--- config.mk ---
export PLATFORM = sky130hd
export DESIGN_NAME = serial_irq_ident
export DESIGN_NICKNAME = d
export VERILOG_FILES = /design/src/rtl/serial_irq_ident.sv
export SDC_FILE = /design/constraint.sdc
export NUM_CORES = 1
export LEC_CHECK = 0
export CORE_MARGIN = 2
export CORE_UTILIZATION = 68
export CTS_BUF_LIST = sky130_fd_sc_hd__clkbuf_4 sky130_fd_sc_hd__clkbuf_8
export DETAILED_ROUTE_END_ITERATION = 8
export DONT_BUFFER_PORTS = 1
export PLACE_DENSITY = 0.84
export SKIP_CTS_REPAIR_TIMING = 1
export SKIP_LAST_GASP = 1
export SLEW_MARGIN = 20
export SYNTH_ARGS = -nofsm -noshare
export SYNTH_HDL_FRONTEND = slang
export SYNTH_SLANG_ARGS = --single-unit
--- constraint.sdc ---
create_clock -name clk -period 2.5 [get_ports clk]
set_input_delay 0.125 -clock clk [delete_from_list [all_inputs] [get_ports clk]]
set_output_delay 0.125 -clock clk [all_outputs]
set_load 0.1 [all_outputs]
--- src/rtl/serial_irq_ident.sv ---
module serial_irq_ident #(
  parameter int LVL_W = 5,
  parameter int CB_W  = 4,
  parameter int CNT_W = 7
) (
  input  logic             clk,
  input  logic             rst_n,
  input  logic [3:0]       src_en,
  input  logic             fifo_on,
  input  logic [1:0]       trig_sel,
  input  logic [LVL_W-1:0] rx_level,
  input  logic             rx_push,
  input  logic             rbr_rd,
  input  logic             lsr_event,
  input  logic             lsr_rd,
  input  logic             thr_empty,
  input  logic             thr_wr,
  input  logic             iir_rd,
  input  logic             msr_event,
  input  logic             msr_rd,
  input  logic             baud_tick,
  input  logic [CB_W-1:0]  char_bits,
  output logic [7:0]       ident,
  output logic             irq
);
  localparam logic [3:0] C_LS = 4'b0110, C_RD = 4'b0100, C_TO = 4'b1100,
                         C_TE = 4'b0010, C_MS = 4'b0000, C_NONE = 4'b0001;

  logic ls_f, ms_f, te_f, to_f, thr_q, en1_q;
  logic [CNT_W-1:0] cnt;
  logic [LVL_W-1:0] trig;
  logic [3:0] code;

  always_comb
    case (fifo_on ? trig_sel : 2'b00)
      2'b00:   trig = LVL_W'(1);
      2'b01:   trig = LVL_W'(4);
      2'b10:   trig = LVL_W'(8);
      default: trig = LVL_W'(14);
    endcase

  wire [CNT_W-1:0] lim = CNT_W'({char_bits, 2'b00});
  wire rd_hit  = src_en[0] && (rx_level >= trig);
  wire armed   = fifo_on && (rx_level != '0) && (rx_level < trig);
  wire te_set  = thr_empty && (!thr_q || (src_en[1] && !en1_q));

  always_comb
    if      (ls_f && src_en[2]) code = C_LS;
    else if (rd_hit)            code = C_RD;
    else if (to_f && src_en[0]) code = C_TO;
    else if (te_f && src_en[1]) code = C_TE;
    else if (ms_f && src_en[3]) code = C_MS;
    else                        code = C_NONE;

  assign ident = {{2{fifo_on}}, 2'b00, code};
  assign irq   = !code[0];

  always_ff @(posedge clk or negedge rst_n)
    if (!rst_n) begin
      ls_f <= 1'b0; ms_f <= 1'b0; te_f <= 1'b0; to_f <= 1'b0;
      thr_q <= 1'b1; en1_q <= 1'b0; cnt <= '0;
    end else begin
      if (lsr_event) ls_f <= 1'b1; else if (lsr_rd) ls_f <= 1'b0;
      if (msr_event) ms_f <= 1'b1; else if (msr_rd) ms_f <= 1'b0;
      if (te_set) te_f <= 1'b1;
      else if (thr_wr || (iir_rd && code == C_TE)) te_f <= 1'b0;
      thr_q <= thr_empty;
      en1_q <= src_en[1];
      if (!armed || rbr_rd) to_f <= 1'b0;
      else if (baud_tick && !rx_push && cnt == lim - 1'b1) to_f <= 1'b1;
      if (!armed || rx_push || rbr_rd) cnt <= '0;
      else if (baud_tick && cnt != lim) cnt <= cnt + 1'b1;
    end
endmodule


==> impl_results.md <==
* DRC Markers at 0
* Worst-path clk slew at 0.07 ns
* Worst Setup End Kind: primary output
* Yosys reg bits at 13
* Largest net degree at the start of global routing at 14
* Leakage Power at slightly below 0.0005 uW
* Crit path buf inv count at 1
* Post-Synthesis Cells at ~110
* Power Dens Cells at between 400 and 500 mW/mm2
* Fin. max-slew vios at 0
* Synth warnings at 0
* Max FO, Critical Path at 3
* HPWL after DPL at about 1.5 mm
* Width of the die at 41.6 um
* Crit path kind: in2out
* Clock Skew at between 0.0005 and 0.0006 ns
* Most common cell on crit path: nand2_1
* CTS Sinks at 13
* CTS root buf: clkbuf_4
* H-tree levels at 1
* Placed cells at about 130
* Antenna Cells at 0
* Critical-path top delay cell: o31a_1
* First-pass GRT wire length at around 3.1 mm
* Worst VDD drop at 0.338 mV
* Syn_area_per_cell at roughly 8.8 um2
* CP peak stage delay at roughly 0.36 ns
* Post-layout min period at ~2.1 ns
* Row Count at 13
* Mapped cell area at about 960 um2
* Vias at roughly 860
* Library cells used by synthesis at 35
* WL final at between 2 and 2.5 mm
* WP data required at around 2.4 ns
* GR Overflow Total at 0
* Crit path max-delay family: compound AO/OA/AOI/OAI gates
* Origin of the critical flop-to-flop path: cnt[5]
* Worst-Margin Slew at 0.553 ns
* Crit. Startpoint: trig_sel[1]
* Min-delay worst type: in2reg
* Initial antenna violation count at 0
* Final Non-Filler Cells at 134
* Fraction of layout cells with a size suffix above 1 at between 10% and 20%
* CP arrival at roughly 2.0 ns
* Post-route ant nets at 0
* Top_reg_cell synth: dfrtp_1
* Worst reg2reg setup slack at 0.94 ns
* I/O pins at 37
* CP Cell Sequence: nand2_1 -> ha_1 -> a211oi_2 -> nand2_1 -> o31a_1 -> a21o_1 -> a221o_2 -> buf_12
* Slew margin rel. at a little over three fifths
* GP Congestion at around 0.83
* Status: finished clean
* CTS tree: done
* Total core area at 0.00132 mm2
* Die Span Y at 41.6 um
* Cell depth of the worst setup path at 8
* Total GRT Usage at a little under a quarter
* Initial drt markers at 18
* Utilization after layout at a little under nine tenths
* Worst Setup EP: irq
* Startpoint Class: input port
* Layout Nets at about 160
* Worst R2R Path Depth at 5
* Max-Cap Viols at 0
* Fin. Hold Viols at 0
* Port bufs at 0
* Post-synth EDFFs at 0
* Initial Util at between 70% and 80%
* Layout area overhead at 17.0%
* Die area at around 0.0017 mm2
* TritonCTS buffer count at 3
* Endpoints failing setup at 0
* Vias in the first global route at 773
* Final period util at between 80% and 90%
* FMAX at about 480 MHz
* Maximum clock insertion buffer count at 2
* Vias/cell at ~6.4
* DR WL/cell at 15.6 um
* Clk_lat worst skew at approximately 0.27 ns
* R2r endpoint: cnt[0]
* Sequential-to-total area share from yosys stat at between 30% and 40%
* Asr flop ratio synth at 100%
* DR pass1 iterations at 5
* RSZ-0062 raised after global routing: no
## layer usage
layer / share of wire (%) / wire length, um / up-vias / GRT usage [%]
li1: - / - / 396 / -
met1: 39 / 809 / 412 / 29.4
met3: 6.7 / 140 / 6 / 2.61
met4: 1.8 / 38 / 0 / 7.10
met2: 53 / 1110 / 43 / 39.7
met5: 0 / 0 / - / 0
## state kept, by name, indices dropped and copies added, names as in the netlist
signal	count
cnt	7
en1_q	1
ls_f	1
ms_f	1
te_f	1
thr_q	1
to_f	1
## power by group
group / internal, uW / total [uW] / switching [uW]
Combinational: 50.5 / 149 / 98.9
Sequential: 216 / 223 / 6.44
Clock: 72.7 / 138 / 65.0
## how the worst min path moves through the flow
| stage | start | endpoint | slack (ns) | cells past startpoint |
|---|---|---|---|---|
| detailed placement | rst_n | cnt[6] | -0.17 | 0 |
| CTS | rst_n | cnt[6] | -0.46 | 0 |
| global route | lsr_rd | ls_f | 0.002 | 2 |
| global placement | rst_n | cnt[6] | -0.17 | 0 |
| finish | lsr_rd | ls_f | 0.02 | 2 |
| floorplan | rst_n | cnt[0] | -0.17 | 0 |
## layout by cell type, fill, tap and decap left out, types with 4 or more instances in the layout
cell type and count:
clkbuf_4 4, nor2_1 8, ha_1 7, xnor2_1 10
dfrtp_1 12, inv_1 9, nand3_1 5, a21oi_1 6
dlygate4sd3_1 5, nand2_1 10
## per-stage QoR
| step | area [um2] | power, uW | worst slack (ns) | hold WS, ns | TNS, ns |
|---|---|---|---|---|---|
| final | 1130 | 510 | 0.395 | 0.0156 | 0 |
| after global routing | 1130 | 534 | 0.339 | 0.00208 | 0 |
| after CTS | 1080 | 499 | 0.437 | -0.461 | 0 |
| after detailed placement | 1050 | 364 | 0.456 | -0.170 | 0 |
| after global placement | 1050 | 360 | 0.506 | -0.170 | 0 |
| after floorplan | 990 | 352 | -0.182 | -0.171 | -0.260 |
## cell type report
type	instances	area [um2]
timing repair buffer	10	113
clock buffer	4	30.0
inverter	9	33.8
tap	15	18.8
multi-input combinational	83	604
fill	66	191
sequential	13	327
## cell usage after synthesis, drive strengths merged (3+ instances only)
cell	number	share of area, %
a21o	3	2.3
a21oi	6	3.1
buf	4	3.1
dfrtp	12	31
ha	7	9.1
inv	9	3.5
nand2	10	3.9
nand3	5	2.6
nor2	8	3.1
nor2b	3	2.0
o21ai	4	2.1
xnor2	10	9.1
xor2	3	2.7
## cell families after synthesis
group | Yosys count | synth area share [%]
compound gates | 22 | 16.0
xor+xnor | 13 | 11.8
fa+ha+maj | 7 | 9.10
buf+inv | 14 | 7.15
flops | 13 | 33.9
mux | 1 | 1.04
other cells | 1 | 0.390
simple gates | 38 | 20.5
No activity file was read; power rests on OpenSTA's default activity.
